<file path="src/rtl/llsc_pkg.sv">
package llsc_pkg;

  typedef enum logic [3:0] {
    CLS_NONE       = 4'd0,
    CLS_LOAD       = 4'd1,
    CLS_STORE      = 4'd2,
    CLS_LOAD_UNAL  = 4'd3,
    CLS_STORE_UNAL = 4'd4,
    CLS_LOAD_LOCK  = 4'd5,
    CLS_STORE_COND = 4'd6,
    CLS_PRIV_LOAD  = 4'd7,
    CLS_PRIV_STORE = 4'd8,
    CLS_PRIV_COND  = 4'd9,
    CLS_EVICT      = 4'd10,
    CLS_WRITE_HINT = 4'd11,
    CLS_PRIV_LOCK  = 4'd12
  } opClassE;

  // Strobes from control to datapath
  typedef struct packed {
    logic captureLock;  // open a reservation at the current address
    logic dropLock;     // clear the lock flag after this cycle
    logic checkCond;    // evaluate a conditional store
  } lockStrobeS;

endpackage

</file>
<file path="src/rtl/llsc_ctrl.sv">
module llsc_ctrl
  import llsc_pkg::*;
(
  input  logic       opValid,
  input  logic [3:0] opClass,
  input  logic       opDstZero,
  output lockStrobeS strobes
);

  opClassE cls;
  assign cls = opClassE'(opClass);

  always_comb begin
    strobes = '0;
    if (opValid) begin
      case (cls)
        CLS_LOAD, CLS_STORE, CLS_STORE_UNAL: strobes.dropLock = 1'b1;
        CLS_LOAD_UNAL:                       strobes.dropLock = !opDstZero;
        CLS_LOAD_LOCK, CLS_PRIV_LOCK:        strobes.captureLock = 1'b1;
        CLS_STORE_COND: begin
          strobes.checkCond = 1'b1;
          strobes.dropLock  = 1'b1;
        end
        CLS_PRIV_COND:                       strobes.checkCond = 1'b1;
        default:                             strobes = '0;
      endcase
    end
  end

  // A single op never both opens and evaluates or clears a reservation
  always_comb begin
    p_strobe_exclusive_r2: assert (!(strobes.captureLock && (strobes.dropLock || strobes.checkCond)))
      else $error("capture strobe combined with drop or check");
  end

endmodule

</file>
<file path="src/rtl/llsc_datapath.sv">
module llsc_datapath
  import llsc_pkg::*;
#(
  parameter int ADDR_W      = 32,
  parameter int OFFSET_BITS = 3
) (
  input  logic              clk,
  input  logic              rst,
  input  lockStrobeS        strobes,
  input  logic [ADDR_W-1:0] opAddr,
  output logic              lockHeld,
  output logic [ADDR_W-1:0] lockAddr,
  output logic              resValid,
  output logic              resPass
);

  localparam logic [ADDR_W-1:0] TAG_MASK = {ADDR_W{1'b1}} << OFFSET_BITS;

  logic tagMatch;
  assign tagMatch = ((opAddr & TAG_MASK) == (lockAddr & TAG_MASK));

  always_ff @(posedge clk) begin
    if (rst) begin
      lockHeld <= 1'b0;
      lockAddr <= '0;
    end else if (strobes.captureLock) begin
      lockHeld <= 1'b1;
      lockAddr <= opAddr;
    end else if (strobes.dropLock) begin
      lockHeld <= 1'b0;
    end
  end

  always_ff @(posedge clk) begin
    if (rst) begin
      resValid <= 1'b0;
      resPass  <= 1'b0;
    end else begin
      resValid <= strobes.checkCond;
      resPass  <= strobes.checkCond && lockHeld && tagMatch;
    end
  end

  p_pass_needs_valid_r9: assert property (@(posedge clk) disable iff (rst)
    resPass |-> resValid);

  p_no_pass_unlocked_r3: assert property (@(posedge clk) disable iff (rst)
    (strobes.checkCond && !lockHeld) |=> !resPass);

endmodule

</file>
<file path="src/rtl/llsc_monitor.sv">
module llsc_monitor
  import llsc_pkg::*;
#(
  parameter int ADDR_W      = 32,
  parameter int OFFSET_BITS = 3
) (
  input  logic              clk,
  input  logic              rst,
  input  logic              opValid,
  input  logic [3:0]        opClass,
  input  logic [ADDR_W-1:0] opAddr,
  input  logic              opDstZero,
  output logic              resValid,
  output logic              resPass
);

  lockStrobeS        strobes;
  logic              lockHeld;
  logic [ADDR_W-1:0] lockAddr;

  llsc_ctrl ctrl_i (
    .opValid  (opValid),
    .opClass  (opClass),
    .opDstZero(opDstZero),
    .strobes  (strobes)
  );

  llsc_datapath #(.ADDR_W(ADDR_W), .OFFSET_BITS(OFFSET_BITS)) dp_i (
    .clk     (clk),
    .rst     (rst),
    .strobes (strobes),
    .opAddr  (opAddr),
    .lockHeld(lockHeld),
    .lockAddr(lockAddr),
    .resValid(resValid),
    .resPass (resPass)
  );

  logic isCond, isQuiet;
  assign isCond  = (opClass == 4'd6) || (opClass == 4'd9);
  assign isQuiet = (opClass == 4'd7) || (opClass == 4'd8) ||
                   (opClass == 4'd10) || (opClass == 4'd11);

  p_result_follows_cond_r9: assert property (@(posedge clk) disable iff (rst)
    (opValid && isCond) |=> resValid);

  p_no_spurious_result_r9: assert property (@(posedge clk) disable iff (rst)
    !(opValid && isCond) |=> !resValid);

  p_lock_sets_r2: assert property (@(posedge clk) disable iff (rst)
    (opValid && (opClass == 4'd5 || opClass == 4'd12)) |=> lockHeld);

  p_plain_clears_r4: assert property (@(posedge clk) disable iff (rst)
    (opValid && (opClass == 4'd1 || opClass == 4'd2)) |=> !lockHeld);

  p_unal_zero_keeps_r5: assert property (@(posedge clk) disable iff (rst)
    (opValid && opClass == 4'd3 && opDstZero) |=> $stable(lockHeld));

  p_quiet_keeps_r6: assert property (@(posedge clk) disable iff (rst)
    (opValid && isQuiet) |=> ($stable(lockHeld) && $stable(lockAddr)));

  p_cond_clears_r7: assert property (@(posedge clk) disable iff (rst)
    (opValid && opClass == 4'd6) |=> !lockHeld);

  p_priv_cond_keeps_r8: assert property (@(posedge clk) disable iff (rst)
    (opValid && opClass == 4'd9) |=> ($stable(lockHeld) && $stable(lockAddr)));

  p_idle_keeps_r10: assert property (@(posedge clk) disable iff (rst)
    !opValid |=> ($stable(lockHeld) && $stable(lockAddr)));

endmodule

</file>
<file path="config.mk">
export PLATFORM = sky130hd
export DESIGN_NAME = llsc_monitor
export DESIGN_NICKNAME = d
export VERILOG_FILES = /design/src/rtl/llsc_pkg.sv /design/src/rtl/llsc_ctrl.sv /design/src/rtl/llsc_datapath.sv /design/src/rtl/llsc_monitor.sv
export SDC_FILE = /design/constraint.sdc
export NUM_CORES = 1
export LEC_CHECK = 0
export ABC_AREA = 1
export BUFFER_PORTS_ARGS = -buffer_cell sky130_fd_sc_hd__buf_4
export CORE_MARGIN = 2
export CORE_UTILIZATION = 35
export DETAILED_ROUTE_END_ITERATION = 16
export GPL_TIMING_DRIVEN = 1
export PLACE_DENSITY = 0.61
export SLEW_MARGIN = 10
export SYNTH_ARGS = -nofsm -noshare
export SYNTH_HDL_FRONTEND = slang
export SYNTH_SLANG_ARGS = --single-unit
</file>
<file path="constraint.sdc">
create_clock -name clk -period 0.9 [get_ports clk]
set_input_delay 0 -clock clk [delete_from_list [all_inputs] [get_ports clk]]
set_output_delay 0 -clock clk [all_outputs]
set_load 0.1 [all_outputs]
</file>
# Yosys cells after proc, flatten, opt, wreduce, memory -nomap -nowiden
# Cells that the tools add are included.
dict set report totals {
  ff_bits 35
  latch_bits 0
  ram_bits 0
  romBits 0
  input_bits 40
  out_inout_bits 2
  word_cells 26
  memories 0
}
dict set report classes {
  n_addsub 0
  mul 0
  n_div 0
  order_cmp 0
  eq_ne 9
  shift 0
  muxes 6
  n_bitwise 0
  n_reduce_logical 7
}
# op n
set ops {}
lappend ops {{$eq 29x29->1} 1}
lappend ops {{$eq 4x3->1 const B} 3}
lappend ops {{$eq 4x2->1 const B} 2}
lappend ops {{$eq 4x4->1 const B} 2}
lappend ops {{$eq 4x1->1 const B} 1}
lappend ops {{$mux 1} 4}
lappend ops {{$reduce_or 2->1} 2}
lappend ops {{$reduce_or 4->1} 1}
lappend ops {{$mux 3} 1}
lappend ops {{$logic_and 1x1->1} 2}
lappend ops {{$pmux 1 s2} 1}
lappend ops {{$reduce_bool 2->1} 1}
lappend ops {{$logic_not 1->1} 1}

# Logic depth before layout (Yosys ltp)
# Gate-level depths: netlist of the first run.
dict set report logic_depth {
  word_depth 6
  mapped_depth 8
  depth_no_buf 8
}

# By module
# A second synthesis of the first run with hierarchy kept.
dict set report hier_totals {
  cells_unflattened 304
  hier_area_um2 1838.0
}
# module instances cells_per_inst area_per_inst_um2
set by_module_without_submodules {}
lappend by_module_without_submodules {llsc_datapath 1 284 1746.7}
lappend by_module_without_submodules {llsc_ctrl 1 20 91.3}

# Worst setup path before layout of the first run
# No wires, ideal clock.
dict set report synth_timing {
  kind {register to output}
  startpoint {reg dp_i.resPass}
  endpoint {out resPass}
  arrival_ns 0.909
  required_time_ns 0.900
  slack_ns -0.009
  stages_incl_launch_ff 1
  path_buffers 0
  cell_sequence {dfxtp_1}
}
# element line_no
set synth_rtl {}
lappend synth_rtl {{from (decl)} llsc_datapath.sv:14} ;# output logic resPass
lappend synth_rtl {{from (signal assigned)} llsc_datapath.sv:40} ;# resPass <= strobes.checkCond && lockHeld && tagMatch;
lappend synth_rtl {{to (decl)} llsc_monitor.sv:14} ;# output logic resPass
# No word-level cell between the ends.

# Final worst setup path of the first run
dict set report layout_timing {
  startpoint {reg dp_i.lockAddr[24]}
  endpoint {reg dp_i.resPass}
}
dict set report layout_via {
  elab_chain_len 2
}
# element line_no
set layout_lines {}
lappend layout_lines {{from (decl)} llsc_datapath.sv:12} ;# output logic [ADDR_W-1:0] lockAddr,
lappend layout_lines {{from (signal assigned)} llsc_datapath.sv:28} ;# lockAddr <= opAddr;
lappend layout_lines {{$eq 29x29->1} llsc_datapath.sv:20} ;# assign tagMatch = ((opAddr & TAG_MASK) == (lockAddr & TAG_MASK));
lappend layout_lines {{$logic_and 1x1->1} llsc_datapath.sv:40}
# No other way between the ends.
# A chain may end at the register's enable or synchronous reset.

==> results of run 1 <==
-- area by class of cell --
class                      count  area [um2]
timing repair buffer          75         622
inverter                      47         176
fill                         509        2280
sequential                    32         661
clock inverter                 1        5.00
multi-input combinational    183         852
tap                           67        83.8
clock buffer                   6        72.6
-- cell usage after synthesis, drive strengths merged --
cell type	number	share of area (%)
nand2	73	16
inv	47	10
o21ai	40	13
nor2	37	8.0
dfxtp	32	37
a21oi	23	7.1
buf	6	4.0
nand3	5	1.7
xor2	3	1.5
clkbuf	2	0.43
nand4	1	0.36
o211ai	1	0.43
-- how the worst max path moves through the flow --
stage | end | from
after floorplan | dp_i.resPass | dp_i.lockAddr[10]
after global placement | dp_i.resPass | dp_i.lockAddr[23]
after detailed placement | dp_i.resPass | dp_i.lockAddr[3]
after CTS | dp_i.resPass | dp_i.lockAddr[19]
after global routing | dp_i.resPass | dp_i.lockAddr[18]
final | dp_i.resPass | dp_i.lockAddr[24]
-- worst max-delay path: cells and delay by family, from the launching register on --
kind / cells / cell delay [ns]
xor gates and xnor gates: 1 / 0.13
DFF: 1 / 0.32
and+or+nand+nor: 5 / 0.46
-- stage by stage --
stage	instances	TNS (ns)	cell area, um2
6_report	411	-0.0805	2470
5_1_grt	411	-0.201	2470
4_1_cts	412	-0.0792	2460
3_5_place_dp	388	-2.52	2200
3_3_place_gp	388	-2.11	2200
2_1_floorplan	270	0	1730
-- sequential cells by signal (all words and copies together), names as in the netlist --
name	flops
dp_i.lockAddr	29
dp_i.lockHeld	1
dp_i.resPass	1
dp_i.resValid	1
-- routing by layer --
metal | GRT usage (%) | vias to the layer above | share of wire, %
li1 | - | 975 | -
met1 | 22.6 | 772 | 49
met2 | 25.6 | 31 | 46
met3 | 3.39 | 7 | 4.0
met4 | 6.55 | 0 | 1.5
met5 | 0 | - | 0
-- cell families (layout without fill, tap and decap cells) --
kind of cell	Yosys count	after routing
AOI/OAI and AO/OA	64	64
buffers and inverters	55	129
DFF	32	32
and+or+nand+nor	116	116
xor gates and xnor gates	3	3
-- what timing repair did --
item                       CTS  global route
gates resized for setup     14            15
pin swaps                   10            13
hold buffers                17             0
hold endpoints to repair    17             0
setup endpoints to repair    1             2
-- power breakdown --
part           leakage (nW)  switching [W]  internal, W
combinational         0.864       0.000299     0.000318
clock                0.0410       0.000531     0.000526
sequential            0.267      0.0000251      0.00147
==> results.toml, run 1 <==
[worst_setup_path]
crit_path_end_kind = "register"
start_kind = "register"
crit_type = "register to register"
slowest_stage = "dfxtp_2"
max_stage_delay_ns = 0.32
reg2reg_slack_ns = -0.08
r2r-end = "dp_i.resPass"
arrival_ns = 1.20
cp_max_fo = 2
cp.required_ns = 1.12
r2r-start = "dp_i.lockAddr[24]"
reg2reg_depth = 6
path_cells = "xor2_1 > nor2_1 > nand2_1 > nor2_2 > nand2_1 > nor2_1"

[clock_tree]
numCtsBuffers = 5
h-tree-depth = 2
cts_buffer_depth = 2
cts_tree = "done"
path_clk_slew_ns = 0.07
clock_sinks = 32
clk_latency_ns = 0.28
clockRootBuffer = "clkbuf_8"
postCtsSetupRepairBufs = 0

[detailed_routing]
wl_per_cell_um = 10.3
routed_wl_um = 4250
vias_per_cell = 4.34
drc_errors = 0
ant_nets = 0
dr.first_iter.drc_count = 50
first_pass_iters = 4
dr_total_vias = 1785

[synthesis]
yosysWarnings = 0
synth-xor-area-share_pct = 1.52
synthMuxAreaShare_pct = 0
ys_types = 21
postSynthRegisterBits = 32
synth_nets = 310
yosys.area_share.simple_pct = 26.5
synth.avg_cell_area_um2 = 6.41
synth-compound-area-share_pct = 20.4
synth_top_family_by_area = "simple AND/OR/NAND/NOR gates"
synthAdderAreaFrac_pct = 0
netlist_instances = 270
ys_seq_area_share_pct = 37.0
syn_area_um2 = 1730

[floorplan]
core.rowCount = 25
io_pins = 42
die_x_um = 74.3
core_um2 = 4750
chipHeight_um = 74.3
initial_core_util_pct = 36.4
dieArea_um2 = 5530

[global_routing]
grt_pass1_wl_um = 6840
grt_max_degree = 17
antenna_found_initial = 0
gr-total-overflow = 0
grtUsageTotal_pct = 16.5
first_global_vias = 1611

[timing]
setup_viol = 1
hold_viol = 0
slew_headroom_pct = 81.7
slew_viol_final = 0
rsz0062_at_grt = "yes"
finalClockSkew_ns = 0.00585
fmax_mhz = 1020
final.period_utilization_pct = 109
setup_slack_ns = -0.0805
hold_slack_ns = 0.00930
worstMarginPinSlew_ns = 0.277
layout_min_cycle_time_ns = 0.981

[pwr]
leakage_nw = 1.17
finalPower_w = 0.00317
ir_drop_uv = 1000
power.density_nw_per_um2 = 1280

[min_path]
worstHoldPathCells = 3
holdCritPathClass = "primary input to register"
whs_endpoint = "dp_i.lockAddr[20]"
hold_start = "opAddr[20]"

[finish]
fin_util_pct = 52.0
area_delta_synth_final_pct = 42.8
final_common_cell = "nand2_1"
nNetsFinal = 384
mostFrequentLayoutCells = "nand2_1, buf_4, inv_1"
n_antenna_cell = 0
drive_gt1_share_pct = 29.7

[placement]
pre_cts_slack_ns = -0.131
gp_congestion = 0.819
dp.final_hpwl_um = 3190
port_buffers = 38

[run]
drv_cap = 0

[outcome]
violations = "setup timing"
status = "finished with violations"
Note: power is estimated with default switching activity, not from simulation.
==> run 2: changes to the inputs <==
- ABC_CLOCK_PERIOD_IN_PS: not set -> 1100
- CTS_CLUSTER_SIZE: not set -> 10
- PLACE_DENSITY: 0.61 -> 0.59
- clock period: 0.9 -> 1.1 ns (I/O delays scaled with it)
==> run 2 against run 1 <==
The run now ends clean. Via count down 2.1%. Sequential power down 19%. Critical path depth up 2. Non-clock buffer count down 13. Sequential cell count unchanged. Largest cell class unchanged. Largest power group unchanged.
==> results.toml, run 2 (same netlist as run 1, synthesis figures left out) <==
[outcome]
status = "finished clean"

[placement]
gp_congestion = 0.757
pre_cts_slack_ns = 0.0759
port_buffers = 38
dp.final_hpwl_um = 3010

[timing]
rsz0062_at_grt = "yes"
setup_slack_ns = 0.0615
finalClockSkew_ns = 0.00684
final.period_utilization_pct = 94.4
fmax_mhz = 963
setup_viol = 0
layout_min_cycle_time_ns = 1.04
slew_viol_final = 0
worstMarginPinSlew_ns = 0.282
slew_headroom_pct = 81.4
hold_viol = 0

[finish]
largest_register_ffs = 29
num-fill-cells = 513
final_common_cell = "nand2_1"
regMostFlops = "dp_i.lockAddr"
area_delta_synth_final_pct = 40.2
mostFrequentLayoutCells = "nand2_1, inv_1, buf_4"
nNetsFinal = 371
drive_gt1_share_pct = 22.6
n_antenna_cell = 0

[global_routing]
first_global_vias = 1569
grt_max_degree = 32
gr-total-overflow = 0
grtUsageTotal_pct = 16.2
antenna_found_initial = 0
grt_pass1_wl_um = 6780

[clock_tree]
clk_latency_ns = 0.29
path_clk_slew_ns = 0.07
clockRootBuffer = "clkbuf_8"
h-tree-depth = 2
cts_buffer_depth = 2
cts_tree = "done"
numCtsBuffers = 5
clock_sinks = 32

[worst_setup_path]
start_kind = "primary input"
crit_start = "opAddr[15]"
arrival_ns = 1.26
cp.required_ns = 1.32
cp_max_fo = 2
r2r-start = "dp_i.lockAddr[3]"
endpoint = "dp_i.resPass"
crit_path_end_kind = "register"
crit_type = "primary input to register"
r2r-end = "dp_i.resPass"
reg2reg_depth = 8
reg2reg_slack_ns = 0.10

[pwr]
finalPower_w = 0.00282
ir_drop_uv = 635
power.density_nw_per_um2 = 1160
leakage_nw = 1.15

[floorplan]
die_x_um = 74.3
core_um2 = 4750
chipHeight_um = 74.3
io_pins = 42
initial_core_util_pct = 36.4
dieArea_um2 = 5530
core.rowCount = 25

[detailed_routing]
dr.first_iter.drc_count = 40
dr_total_vias = 1747
first_pass_iters = 4
vias_per_cell = 4.38
ant_nets = 0
wl_per_cell_um = 10.1
routed_wl_um = 4040
drc_errors = 0

[run]
drv_cap = 0

[min_path]
holdCritPathClass = "primary input to register"
run 2: cell count changes in the layout (fill, tap and decap cells not counted), sizes merged:
| cell | change |
|---|---|
| dlygate4sd3 | +3 |
| bufinv | +1 |
| buf | -19 |
| dlymetal6s4s | +3 |
run 2: through the flow:
stage          utilization (%)  TNS, ns  std cells  cell area (um2)  hold WS [ns]
5_1_grt                   51.1  -0.0301        399             2430        0.0247
3_5_place_dp              43.9        0        372             2090         0.179
2_1_floorplan                -        0        270             1730        0.0691
6_report                  51.1        0        399             2430       0.00283
4_1_cts                   51.0        0        403             2420       0.00263
3_3_place_gp              43.9        0        372             2090         0.177
run 2: report_power, final:
part	switching [W]	total, W	internal [W]
logic	0.000240	0.000485	0.000245
registers	0.0000202	0.00122	0.00120
clock network	0.000440	0.00111	0.000672
run 2: critical path, cell delays in order:
cell and delay, ns:
dlygate4sd3_1 0.54, buf_4 0.14, xor2_1 0.13, nor2_1 0.15, nand2_1 0.08, nor2_1 0.10, nand2_1 0.06, nor2_1 0.07
run 2: how the worst min path moves through the flow:
stage	start	to	slack, ns	cells past startpoint
2_1_floorplan	rst	dp_i.lockHeld	0.07	1
3_3_place_gp	rst	dp_i.lockHeld	0.18	2
3_5_place_dp	rst	dp_i.lockHeld	0.18	2
4_1_cts	opAddr[17]	dp_i.lockAddr[17]	0.003	3
5_1_grt	opAddr[12]	dp_i.lockAddr[12]	0.02	3
6_report	opAddr[20]	dp_i.lockAddr[20]	0.003	3
run 2: timing repair:
item	4_1_cts	5_1_grt
gates resized for setup	0	20
hold endpoints to repair	22	0
endpoints found under the setup margin	0	1
setup buffers	0	1
hold buffers	23	0
run 2: area by class of cell:
class                      count  area, um2  area share, %
clock inverter                 2       35.0           1.44
timing repair buffer          62        556           22.9
inverter                      47        176           7.26
multi-input combinational    183        861           35.4
tap                           67       83.8           3.45
clock buffer                   6       72.6           2.99
sequential                    32        644           26.5
run 2: layer usage:
metal	global-route usage [%]	share of wire [%]	vias up
met5	0	0	-
met4	5.36	1.3	0
met3	3.93	4.4	5
met2	27.0	46	31
met1	20.6	48	754
li1	-	-	957
